$ cat src/rtl/adc_trig_pkg.sv
package adc_trig_pkg;
    localparam int SEL_W    = 3;
    localparam int N_SRC    = 1 << SEL_W;
    localparam int REG_W    = 8;
    localparam int SEL_LSB  = 0;
    localparam int AUTO_BIT = SEL_LSB + SEL_W;
    localparam int ENA_BIT  = AUTO_BIT + 1;
    localparam int FLAG_BIT = ENA_BIT + 1;
    localparam int RESV_LSB = FLAG_BIT + 1;

    typedef enum logic [SEL_W-1:0] {
        SRC_FREE    = 3'd0,
        SRC_ACOMP   = 3'd1,
        SRC_EXTIRQ  = 3'd2,
        SRC_T0_CMP  = 3'd3,
        SRC_T0_OVF  = 3'd4,
        SRC_T1_CMPB = 3'd5,
        SRC_T1_OVF  = 3'd6,
        SRC_T1_CAP  = 3'd7
    } trig_src_e;

    typedef enum logic {
        ST_IDLE    = 1'b0,
        ST_CONVERT = 1'b1
    } conv_state_e;

    typedef struct packed {
        trig_src_e sel;
        logic      auto_en;
        logic      conv_en;
    } ctrl_t;
endpackage

$ cat src/rtl/adc_trig_regs.sv
module adc_trig_regs
    import adc_trig_pkg::*;
(
    input  logic             clk,
    input  logic             rst_n,
    input  logic             wr_en,
    input  logic [REG_W-1:0] wdata,
    input  logic             set_done,
    output ctrl_t            ctrl,
    output logic             done_flag,
    output logic [REG_W-1:0] rdata
);
    logic unused_resv;
    assign unused_resv = ^wdata[REG_W-1:RESV_LSB];

    // control fields
    always_ff @(posedge clk) begin
        if (!rst_n) begin
            ctrl.sel     <= SRC_FREE;
            ctrl.auto_en <= 1'b0;
            ctrl.conv_en <= 1'b0;
        end else if (wr_en) begin
            ctrl.sel     <= trig_src_e'(wdata[SEL_LSB +: SEL_W]);
            ctrl.auto_en <= wdata[AUTO_BIT];
            ctrl.conv_en <= wdata[ENA_BIT];
        end
    end

    // complete flag: set has priority over write-one-to-clear
    always_ff @(posedge clk) begin
        if (!rst_n) begin
            done_flag <= 1'b0;
        end else if (set_done) begin
            done_flag <= 1'b1;
        end else if (wr_en && wdata[FLAG_BIT]) begin
            done_flag <= 1'b0;
        end
    end

    always_comb begin
        rdata                      = '0;
        rdata[SEL_LSB +: SEL_W]    = ctrl.sel;
        rdata[AUTO_BIT]            = ctrl.auto_en;
        rdata[ENA_BIT]             = ctrl.conv_en;
        rdata[FLAG_BIT]            = done_flag;
    end

    assert_flag_set_R11: assert property (@(posedge clk) disable iff (!rst_n)
        set_done |=> done_flag);
    assert_flag_clear_R11: assert property (@(posedge clk) disable iff (!rst_n)
        (wr_en && wdata[FLAG_BIT] && !set_done) |=> !done_flag);
endmodule

$ cat src/rtl/adc_trig_edge.sv
module adc_trig_edge
    import adc_trig_pkg::*;
(
    input  logic             clk,
    input  logic             rst_n,
    input  logic [N_SRC-1:1] evt_flags,
    input  ctrl_t            ctrl,
    input  logic             done_flag,
    output logic             trig
);
    logic [N_SRC-1:0] cand;
    logic             sel_val;
    logic             prev_q;
    logic             fr_now;
    logic             fr_q;

    // candidate vector: slot 0 is the complete flag, the others are events
    for (genvar g = 0; g < N_SRC; g++) begin : g_cand
        if (g == 0) begin : g_free
            assign cand[g] = done_flag;
        end else begin : g_evt
            assign cand[g] = evt_flags[g];
        end
    end

    assign sel_val = ctrl.auto_en & cand[ctrl.sel];
    assign fr_now  = ctrl.auto_en && (ctrl.sel == SRC_FREE);

    always_ff @(posedge clk) begin
        if (!rst_n) begin
            prev_q <= 1'b0;
            fr_q   <= 1'b0;
        end else begin
            prev_q <= sel_val;
            fr_q   <= fr_now;
        end
    end

    // entry into free running masks the edge (previous value treated as 1)
    assign trig = sel_val & ~prev_q & ~(fr_now & ~fr_q);
endmodule

$ cat src/rtl/adc_trig_fsm.sv
module adc_trig_fsm
    import adc_trig_pkg::*;
(
    input  logic clk,
    input  logic rst_n,
    input  logic trig,
    input  logic conv_en,
    input  logic conv_done,
    output logic start_pulse,
    output logic busy
);
    conv_state_e st_q;
    conv_state_e st_nxt;
    logic        launch;
    logic        start_q;

    always_comb begin
        st_nxt = st_q;
        launch = 1'b0;
        unique case (st_q)
            ST_IDLE: begin
                if (trig && conv_en) begin
                    st_nxt = ST_CONVERT;
                    launch = 1'b1;
                end
            end
            ST_CONVERT: begin
                if (!conv_en || conv_done) begin
                    st_nxt = ST_IDLE;
                end
            end
            default: st_nxt = ST_IDLE;
        endcase
    end

    always_ff @(posedge clk) begin
        if (!rst_n) begin
            st_q    <= ST_IDLE;
            start_q <= 1'b0;
        end else begin
            st_q    <= st_nxt;
            start_q <= launch;
        end
    end

    always_comb begin
        busy        = (st_q == ST_CONVERT);
        start_pulse = start_q;
    end

    assert_start_single_R9: assert property (@(posedge clk) disable iff (!rst_n)
        start_pulse |=> !start_pulse);
    assert_busy_with_start_R9: assert property (@(posedge clk) disable iff (!rst_n)
        start_pulse |-> busy);
    assert_done_releases_R9: assert property (@(posedge clk) disable iff (!rst_n)
        (busy && conv_done) |=> !busy);
    assert_abort_R5: assert property (@(posedge clk) disable iff (!rst_n)
        (busy && !conv_en) |=> !busy);
endmodule

$ cat src/rtl/adc_trig_ctrl.sv
module adc_trig_ctrl
    import adc_trig_pkg::*;
(
    input  logic             clk,
    input  logic             rst_n,
    input  logic [N_SRC-1:1] evt_flags,
    input  logic             reg_wr,
    input  logic [REG_W-1:0] reg_wdata,
    output logic [REG_W-1:0] reg_rdata,
    input  logic             conv_done,
    output logic             start_pulse,
    output logic             busy
);
    ctrl_t ctrl;
    logic  done_flag;
    logic  trig;
    logic  fr_sel;

    adc_trig_regs u_regs (
        .clk       (clk),
        .rst_n     (rst_n),
        .wr_en     (reg_wr),
        .wdata     (reg_wdata),
        .set_done  (conv_done),
        .ctrl      (ctrl),
        .done_flag (done_flag),
        .rdata     (reg_rdata)
    );

    adc_trig_edge u_edge (
        .clk       (clk),
        .rst_n     (rst_n),
        .evt_flags (evt_flags),
        .ctrl      (ctrl),
        .done_flag (done_flag),
        .trig      (trig)
    );

    adc_trig_fsm u_fsm (
        .clk         (clk),
        .rst_n       (rst_n),
        .trig        (trig),
        .conv_en     (ctrl.conv_en),
        .conv_done   (conv_done),
        .start_pulse (start_pulse),
        .busy        (busy)
    );

    assign fr_sel = ctrl.auto_en && (ctrl.sel == SRC_FREE);

    assert_no_auto_R4: assert property (@(posedge clk) disable iff (!rst_n)
        !ctrl.auto_en |=> !start_pulse);
    assert_no_enable_R5: assert property (@(posedge clk) disable iff (!rst_n)
        !ctrl.conv_en |=> !start_pulse);
    assert_freerun_quiet_R7: assert property (@(posedge clk) disable iff (!rst_n)
        (fr_sel && !$past(fr_sel)) |=> !start_pulse);
    assert_resv_zero_R12: assert property (@(posedge clk) disable iff (!rst_n)
        reg_rdata[REG_W-1:RESV_LSB] == '0);
endmodule

$ cat config.mk
export PLATFORM = sky130hd
export DESIGN_NAME = adc_trig_ctrl
export DESIGN_NICKNAME = d
export VERILOG_FILES = /design/src/rtl/adc_trig_pkg.sv /design/src/rtl/adc_trig_regs.sv /design/src/rtl/adc_trig_edge.sv /design/src/rtl/adc_trig_fsm.sv /design/src/rtl/adc_trig_ctrl.sv
export SDC_FILE = /design/constraint.sdc
export NUM_CORES = 1
export LEC_CHECK = 0
export BUFFER_PORTS_ARGS = -buffer_cell sky130_fd_sc_hd__buf_2
export CORE_AREA = 2 2 39 41
export DETAILED_ROUTE_END_ITERATION = 10
export DIE_AREA = 0 0 41 43
export PLACE_DENSITY = 0.84
export SLEW_MARGIN = 40
export SYNTH_ARGS = -nofsm -noshare
export SYNTH_HDL_FRONTEND = slang
export SYNTH_SLANG_ARGS = --single-unit
$ cat constraint.sdc
create_clock -name clk -period 1.6 [get_ports clk]
set_clock_uncertainty 0.2 [all_clocks]
set_input_delay 0.08 -clock clk [delete_from_list [all_inputs] [get_ports clk]]
set_output_delay 0.08 -clock clk [all_outputs]
set_load 0.05 [all_outputs]
==> results of run 1 <==
==> tightest hold or removal path, stage by stage <==
cell,delay [ns]
buf_2,0.08
mux2i_1,0.06
nand2_1,0.06
nand3_1,0.13
inv_1,0.07
==> cell type report <==
| cell class | instances | area (µm²) |
|---|---|---|
| inverter | 3 | 11.3 |
| timing repair buffer | 37 | 250 |
| clock buffer | 4 | 36.3 |
| tap | 16 | 20.0 |
| fill | 120 | 602 |
| multi-input combinational | 34 | 263 |
| sequential | 10 | 201 |
==> through the flow <==
stage / setup WS (ns) / utilization (%) / cells
floorplan: 0.0192 / - / 53
finish: 0.0809 / 56.5 / 104
CTS: 0.0989 / 56.5 / 104
global placement: 0.220 / 44.5 / 87
global route: 0.0242 / 56.5 / 104
detailed placement: 0.194 / 44.5 / 87
==> worst max-delay path by stage <==
stage | end | startpoint | slack (ns) | cells after the start
2_1_floorplan | u_fsm.busy | u_regs.ctrl[4] | 0.02 | 3
3_3_place_gp | u_fsm.start_pulse | u_regs.ctrl[4] | 0.22 | 3
3_5_place_dp | u_fsm.start_pulse | u_regs.ctrl[4] | 0.19 | 3
4_1_cts | u_regs.ctrl[1] | reg_wdata[3] | 0.1 | 5
5_1_grt | u_regs.ctrl[0] | reg_wdata[4] | 0.02 | 5
6_report | u_regs.ctrl[1] | reg_wdata[3] | 0.08 | 5
==> flip-flops by register name, indices dropped and copies added (netlist names) <==
name and flops:
u_fsm.start_pulse 1, u_edge.prev_q 1, u_regs.ctrl 5, u_fsm.busy 1, u_edge.fr_q 1, u_regs.done_flag 1
==> cell families after synthesis <==
| logic type | synth area share (%) |
|---|---|
| mux | 18.4 |
| other cells | 0.727 |
| flops | 38.8 |
| simple gates | 19.2 |
| buf+inv | 10.9 |
| compound gates | 11.9 |
==> cells in the final DEF (no fill, tap or decap), drive strengths merged <==
cell	instances
a2bb2oi	1
nand4b	1
nor2	4
or3	1
dfxtp	10
a21oi	1
clkbuf	4
nand3	1
buf	24
inv	3
dlygate4sd3	13
mux2	1
nor2b	7
mux2i	8
nand2	4
o21ai	1
a31oi	1
conb	2
o311ai	1
==> power breakdown <==
part	internal [W]	switching, W	leakage (nW)
Sequential	0.000260	0.0000144	0.0824
Clock	0.000138	0.0000949	0.0210
Combinational	0.0000719	0.0000808	0.278
==> repair_timing <==
action	in CTS	in global routing
hold buffers	13	0
resized for setup	0	0
endpoints found under the hold margin	8	0
==> metal layers <==
layer | GRT usage, % | wire, µm
met1 | 15.0 | 434
met2 | 24.1 | 580
met3 | 4.71 | 92
met4 | 8.00 | 10
met5 | 0 | 0
==> reports/qor.txt, run 1 <==
clock buffer depth - 2
Tmin final - 1.52 ns
Max-Cap Viols - 0
fin crit share - 94.9%
Post-Place Cell Area - 616 µm²
RSZ-0062 raised after global routing - no
Die Y - 43 µm
vias in the first global route - 425
yosys warns - 0
Cells after Synth - 52
worst stage delay on the critical path - 0.55 ns
setup TNS - 0 ns
Post-route DRC - 0
# nets final - 108
Seq/Total Area, Yosys - 38.8%
number of enable flip-flop cells after synthesis - 0
Port Buffers - 24
die area - 0.00176 mm²
Core ar. - 0.00138 mm²
Post-CTS Setup Inserts - 0
max-slew violations - 0
DR iter-0 viols - 3
final WL - 1120 µm
worst hold path class - input port to register
clock sinks - 10
antenna-violating nets left - 0
min-delay src - evt_flags[2]
critical path required time - 1.56 ns
flop2flop setup slack - 0.14 ns
Post-DP HPWL - 744 µm
top cells by instance count after synthesis - 10 x dfxtp_1, 8 x mux2i_1, 7 x nor2b_1
first-pass GRT wire length - 1650 µm
post-synth top area cell - dfxtp_1
Max VDD drop - 0.000605 V
Ports - 29
reg2reg end - u_regs.ctrl[4]
status - finished, final reports clean
TritonCTS clock tree - built
cells on worst reg2reg path - 3
syn_area_per_cell - 9.91 µm²
WHS Endpoint - u_edge.prev_q
DR pass1 iterations - 3
initial antenna violation count - 0
# diodes - 0
hold slack - 0.0491 ns
Power Dens Cells - 845 mW/mm²
hold-critical path depth - 5
share of the synthesized area in the top cell type - 38.8%
CTS buffer count - 3
delay-heaviest family, CP - buffers and inverters
Remaining Overflow, GRT - 0
pin count of the biggest net entering global routing - 9
clk root buf - clkbuf_4
Max Freq - 0.658 GHz
Cell Rows - 14
cell area after layout - 782 µm²
Clk pin slew, worst setup/hold paths - 0.07 ns
Seq cells post-synth - 10
Initial Util - 37.3%
synth-to-layout area growth - 51.7%
crit path kind - input port to register
drt wl/cell - 10.7 µm
gpl congestion - 0.739
aggregate global-route resource usage - 14.5%
share of cells above drive strength 1 - 38.6%
WP data arrival - 1.48 ns
asr flop ratio synth - 0%
P_leak - 0.381 nW
Reg-to-Reg Start - u_regs.ctrl[4]
peak fanout along the critical path - 1
Setup-failing EPs final - 0
top post-synthesis cells by area - dfxtp_1 39%, mux2i_1 16%, nor2b_1 8.5%
worst path cell trace - dlygate4sd3_1, buf_2, mux2i_1, nor2b_1, dlygate4sd3_1
insertion delay to the later sink of the worst-skew pair - 0.27 ns
Synth cell types - 19
Final Hold Fails - 0
die span in x - 41 µm
Crit path top cell by count - dlygate4sd3_1
most numerous cell in the Yosys netlist - dfxtp_1
Synth Cell Area - 515 µm²
crit end category - register
Max H-tree Level - 1
DR vias - 456
Avg Vias per Cell - 4.38
CP max stage cell - dlygate4sd3_1
predominant post-synthesis flop cell - dfxtp_1
Tot Pwr - 0.000661 W
startpoint types - input port
Buf/Inv on CP - 3
(Power assumes the default switching activity.)
==> inputs of run 2 (changes only) <==
Clock period 1.6 ns to 1.7 ns, I/O delays scaled along.
==> run 2 against run 1 <==
  * Count of clock-buffer cells in the layout unchanged
  * First-iteration DRC count down 67%
  * Global-route usage unchanged
  * Sequential cell count unchanged
  * Non-clock buffer count unchanged
  * Final cell count unchanged
  * Sequential power down 6%
==> reports/qor.txt, run 2 (synthesized netlist as in run 1, its figures left out) <==
status - finished, final reports clean
crit end category - register
WP data arrival - 1.47 ns
most common library cell in the layout ignoring fill and taps - buf_2
RSZ-0062 raised after global routing - no
P_leak - 0.381 nW
Power Dens Cells - 792 mW/mm²
share of cells above drive strength 1 - 38.6%
Post-CTS Setup Inserts - 0
delay-heaviest family, CP - buffers and inverters
fin worst setup slack - 0.183 ns
max-slew violations - 0
CP max stage cell - dlygate4sd3_1
Max VDD drop - 0.000461 V
clk root buf - clkbuf_4
Max-Cap Viols - 0
die area - 0.00176 mm²
min-delay src - evt_flags[2]
TritonCTS clock tree - built
DR pass1 iterations - 3
critical path required time - 1.66 ns
initial antenna violation count - 0
Tmin final - 1.52 ns
DR vias - 480
number of flip-flops in the largest register - 5
Reg-to-Reg Start - u_regs.ctrl[2]
DR iter-0 viols - 1
clock sinks - 10
fill cell count - 121
vias in the first global route - 490
Top reg by flops - u_regs.ctrl
final WL - 1060 µm
commonest cells after routing, fill and taps aside - 24 x buf_2, 13 x dlygate4sd3_1, 9 x dfxtp_1
Post-DP HPWL - 710 µm
peak fanout along the critical path - 1
Clk pin slew, worst setup/hold paths - 0.07 ns
worst hold path class - input port to register
Ports - 29
worst path cell trace - dlygate4sd3_1, buf_2, mux2i_1, nor2b_1, dlygate4sd3_1
Setup Slack @ Placement - 0.303 ns
die span in x - 41 µm
CTS buffer count - 3
drt wl/cell - 10.2 µm
Max Freq - 0.659 GHz
Buf/Inv on CP - 3
worst stage delay on the critical path - 0.55 ns
insertion delay to the later sink of the worst-skew pair - 0.27 ns
Setup-failing EPs final - 0
Port Buffers - 24
Cell Rows - 14
reg2reg end - u_regs.ctrl[2]
crit path kind - input port to register
hold-critical path depth - 5
Core ar. - 0.00138 mm²
Final Hold Fails - 0
fin crit share - 89.2%
antenna-violating nets left - 0
Post-route DRC - 0
Initial Util - 37.3%
flop2flop setup slack - 0.24 ns
Remaining Overflow, GRT - 0
# diodes - 0
Crit path top cell by count - dlygate4sd3_1
hold buffers post-CTS - 13
aggregate global-route resource usage - 14.5%
first-pass GRT wire length - 1780 µm
gpl congestion - 0.741
PostCTS Resize Cnt - 0
synth-to-layout area growth - 51.7%
pin count of the biggest net entering global routing - 9
WHS Endpoint - u_edge.prev_q
fin util - 56.5%
Avg Vias per Cell - 4.62
Max H-tree Level - 1
cells on worst reg2reg path - 3
setup TNS - 0 ns
clock buffer depth - 2
startpoint types - input port
Tot Pwr - 0.000619 W
Die Y - 43 µm
# nets final - 108
==> run 2: cell counts in the layout (fill, tap and decap cells not counted) <==
No cell type changed its count.
==> run 2: worst register-to-register path, stage by stage (launching register included) <==
cell and delay [ns]:
dfxtp_1 0.43, mux2i_1 0.11, nor2b_1 0.12, dlygate4sd3_1 0.55
==> run 2: area by class of cell <==
cell class	count	area, µm²	area share (%)
Tap cell	16	20.0	2.56
Timing Repair Buffer	37	250	32.0
Inverter	3	11.3	1.44
Multi-Input combinational cell	34	263	33.6
Sequential cell	10	201	25.8
Clock buffer	4	36.3	4.64
==> run 2: worst max-delay path by stage <==
stage,cells past startpoint,endpoint,start
6_report,5,u_regs.ctrl[2],reg_wdata[0]
5_1_grt,5,u_regs.ctrl[0],reg_wdata[4]
4_1_cts,5,u_regs.ctrl[1],reg_wdata[3]
3_5_place_dp,3,u_fsm.busy,u_regs.ctrl[4]
3_3_place_gp,3,u_fsm.start_pulse,u_regs.ctrl[4]
2_1_floorplan,3,u_fsm.busy,u_regs.ctrl[4]
==> run 2: through the flow <==
step	instances	cell area, µm²	hold slack [ns]
detailed placement	87	616	0.145
global route	104	782	0.103
global placement	87	616	0.133
finish	104	782	0.0432
CTS	104	782	0.0534
floorplan	53	520	0.0130
==> run 2: per-layer routing <==
metal | vias up | routed length, µm | GRT usage [%]
met5 | - | 0 | 0
met4 | 0 | 0 | 6.00
met3 | 0 | 83 | 1.57
met2 | 20 | 534 | 25.6
met1 | 221 | 439 | 16.3
li1 | 239 | - | -
==> run 2: where the power goes <==
group / switching [W] / total (W) / internal (W) / leakage [nW]
registers: 0.0000133 / 0.000258 / 0.000245 / 0.0824
logic: 0.0000759 / 0.000144 / 0.0000676 / 0.278
clock network: 0.0000874 / 0.000218 / 0.000130 / 0.0210
==> inputs of run 3 (changes only) <==
Settings changed: ABC_AREA from default to 1, PLACE_DENSITY 0.84 to 0.82.
==> run 3 against run 2 <==
  * Sequential share of layout area rose by 0.088 points
  * Clock power is essentially flat
  * Die area did not move
  * Final cell count is 25% higher
  * Critical endpoint unchanged
  * Design area is 0.96% lower
  * Largest cell class is now non-clock buffers
  * Worst setup slack worse by 0.062 ns
==> reports/qor.txt, run 3 <==
Remaining Overflow, GRT - 0
TritonCTS clock tree - built
most common library cell in the layout ignoring fill and taps - buf_2
drt wl/cell - 9.05 µm
PostCTS Resize Cnt - 0
Cell Rows - 14
largest family of logic cells by synthesized area - simple AND/OR/NAND/NOR gates
insertion delay to the later sink of the worst-skew pair - 0.28 ns
Port Buffers - 24
number of flip-flops in the largest register - 5
initial antenna violation count - 0
predominant post-synthesis flop cell - dfxtp_1
number of enable flip-flop cells after synthesis - 0
die span in x - 41 µm
share of cells above drive strength 1 - 25.4%
die area - 0.00176 mm²
Core ar. - 0.00138 mm²
gpl congestion - 0.779
Avg Vias per Cell - 4.42
syn_area_per_cell - 6.50 µm²
Post-Synth Adder-Cell Area - 0%
RSZ-0062 raised after global routing - no
compound-cell area share of the yosys netlist - 8.10%
aggregate global-route resource usage - 15.0%
Clk pin slew, worst setup/hold paths - 0.07 ns
delay-heaviest family, CP - buffers and inverters
Crit path top cell by count - dlygate4sd3_1
pin count of the biggest net entering global routing - 9
worst stage delay on the critical path - 0.57 ns
P_leak - 0.436 nW
CP max stage cell - dlygate4sd3_1
Tmin final - 1.58 ns
peak fanout along the critical path - 8
Synth Cell Area - 494 µm²
clock sinks - 10
yosys warns - 0
CTS buffer count - 3
# nets final - 134
Initial Util - 35.7%
Max-Cap Viols - 0
CP Depth - 5
first-pass GRT wire length - 1720 µm
DR vias - 575
final WL - 1180 µm
# diodes - 0
Max H-tree Level - 1
fin crit share - 92.9%
Post-Synth Simple-Gate Area - 32.4%
Power Dens Cells - 809 mW/mm²
Seq cells post-synth - 10
synth-to-layout area growth - 56.7%
share of the synthesized area in the top cell type - 40.5%
clk root buf - clkbuf_4
startpoint types - input port
DR pass1 iterations - 4
antenna-violating nets left - 0
Post-DP HPWL - 780 µm
asr flop ratio synth - 0%
Buf/Inv on CP - 3
Setup-failing EPs final - 0
post-synth top area cell - dfxtp_1
max-slew violations - 0
Synth cell types - 13
hold-critical path depth - 6
worst hold path class - input port to register
status - finished, final reports clean
Cells after Synth - 76
crit path kind - input port to register
Max Freq - 0.633 GHz
cells on worst reg2reg path - 3
Die Y - 43 µm
crit end category - register
setup TNS - 0 ns
Final Hold Fails - 0
Post-route DRC - 0
Seq/Total Area, Yosys - 40.5%
critical path required time - 1.71 ns
top post-synthesis cells by area - dfxtp_1 41%, inv_1 11%, nand2_1 11%
vias in the first global route - 487
worst path cell trace - dlygate4sd3_1, buf_2, o21ai_0, a21oi_1, dlygate4sd3_1
commonest cells after routing, fill and taps aside - 24 x buf_2, 15 x inv_1, 14 x nand2_1
WP data arrival - 1.59 ns
top cells by instance count after synthesis - 15 x inv_1, 14 x nand2_1, 13 x nor2_1
Ports - 29
xor and xnor area share after synthesis - 0%
Placed Cells - 113
mux contribution to synthesized area - 0%
clock buffer depth - 2
most numerous cell in the Yosys netlist - inv_1
DR iter-0 viols - 7
Layout Cells excl Fill - 130
Max VDD drop - 0.000437 V
Top reg by flops - u_regs.ctrl
run 3: cell types whose count changed after synthesis, sizes merged, moves of 2 or more:
cell	previous run	this run
inv	3	16
nand2	4	14
nor2	4	13
mux2i	8	0
nor2b	7	0
nand3	1	5
o21ai	1	5
a21oi	1	3
nand3b	0	2
nand4	0	2
run 3: kinds of logic after synthesis:
kind of cell           after synthesis
AND/OR/NAND/NOR                     37
buffers and inverters               20
flip-flops                          10
AO/OA/AOI/OAI                        8
other                                1
run 3: final cells by class:
cell class	count	area [µm²]
clock buffer	4	36.3
fill	142	609
inverter	16	60.1
multi-input combinational	47	208
sequential	10	200
tap	16	20.0
timing repair buffer	37	250
run 3: metrics by stage:
stage                     util [%]  worst slack (ns)  hold slack (ns)  power [W]  cell area (µm²)
final                         56.0             0.121           0.0850   0.000627              774
after CTS                     56.0             0.179           0.0918   0.000627              774
after floorplan                  -            0.0886           0.0199   0.000357              498
after global routing          56.0            0.0573            0.127   0.000650              774
after global placement        43.9             0.365            0.107   0.000386              608
after detailed placement      43.9             0.341            0.116   0.000387              608
run 3: path summary, 6_finish.rpt:
check	endpoint	slack (ns)	start
setup reg to reg	u_regs.ctrl[2]	0.17	u_regs.ctrl[2]
hold reg to reg	u_fsm.busy	0.30	u_fsm.busy
setup / recovery	u_regs.ctrl[2]	0.12	rst_n
hold / removal	u_edge.prev_q	0.08	evt_flags[1]
run 3: report_power, final:
part | internal (W) | switching (W)
clock | 0.000130 | 0.0000873
sequential | 0.000247 | 0.0000133
combinational | 0.0000607 | 0.0000885
total | 0.000438 | 0.000189
run 3: worst min-delay path, delay by kind of cell:
family | cells | cell delay, ns
AND/OR/NAND/NOR | 5 | 0.38
buffers and inverters | 1 | 0.07
run 3: layer usage:
metal | part of all wire, % | GRT usage, % | vias to the layer above | routed length [µm]
li1 | - | - | 300 | -
met1 | 43 | 15.3 | 252 | 501
met2 | 49 | 23.4 | 20 | 576
met3 | 6.1 | 3.14 | 3 | 72
met4 | 2.2 | 14.0 | 0 | 26
met5 | 0 | 0 | - | 0
run 3: timing repair:
action / in CTS / in global routing
setup buffers: 0 / 0
hold buffers: 13 / 0
hold endpoints to repair: 9 / 0
setup endpoints to repair: 0 / 0
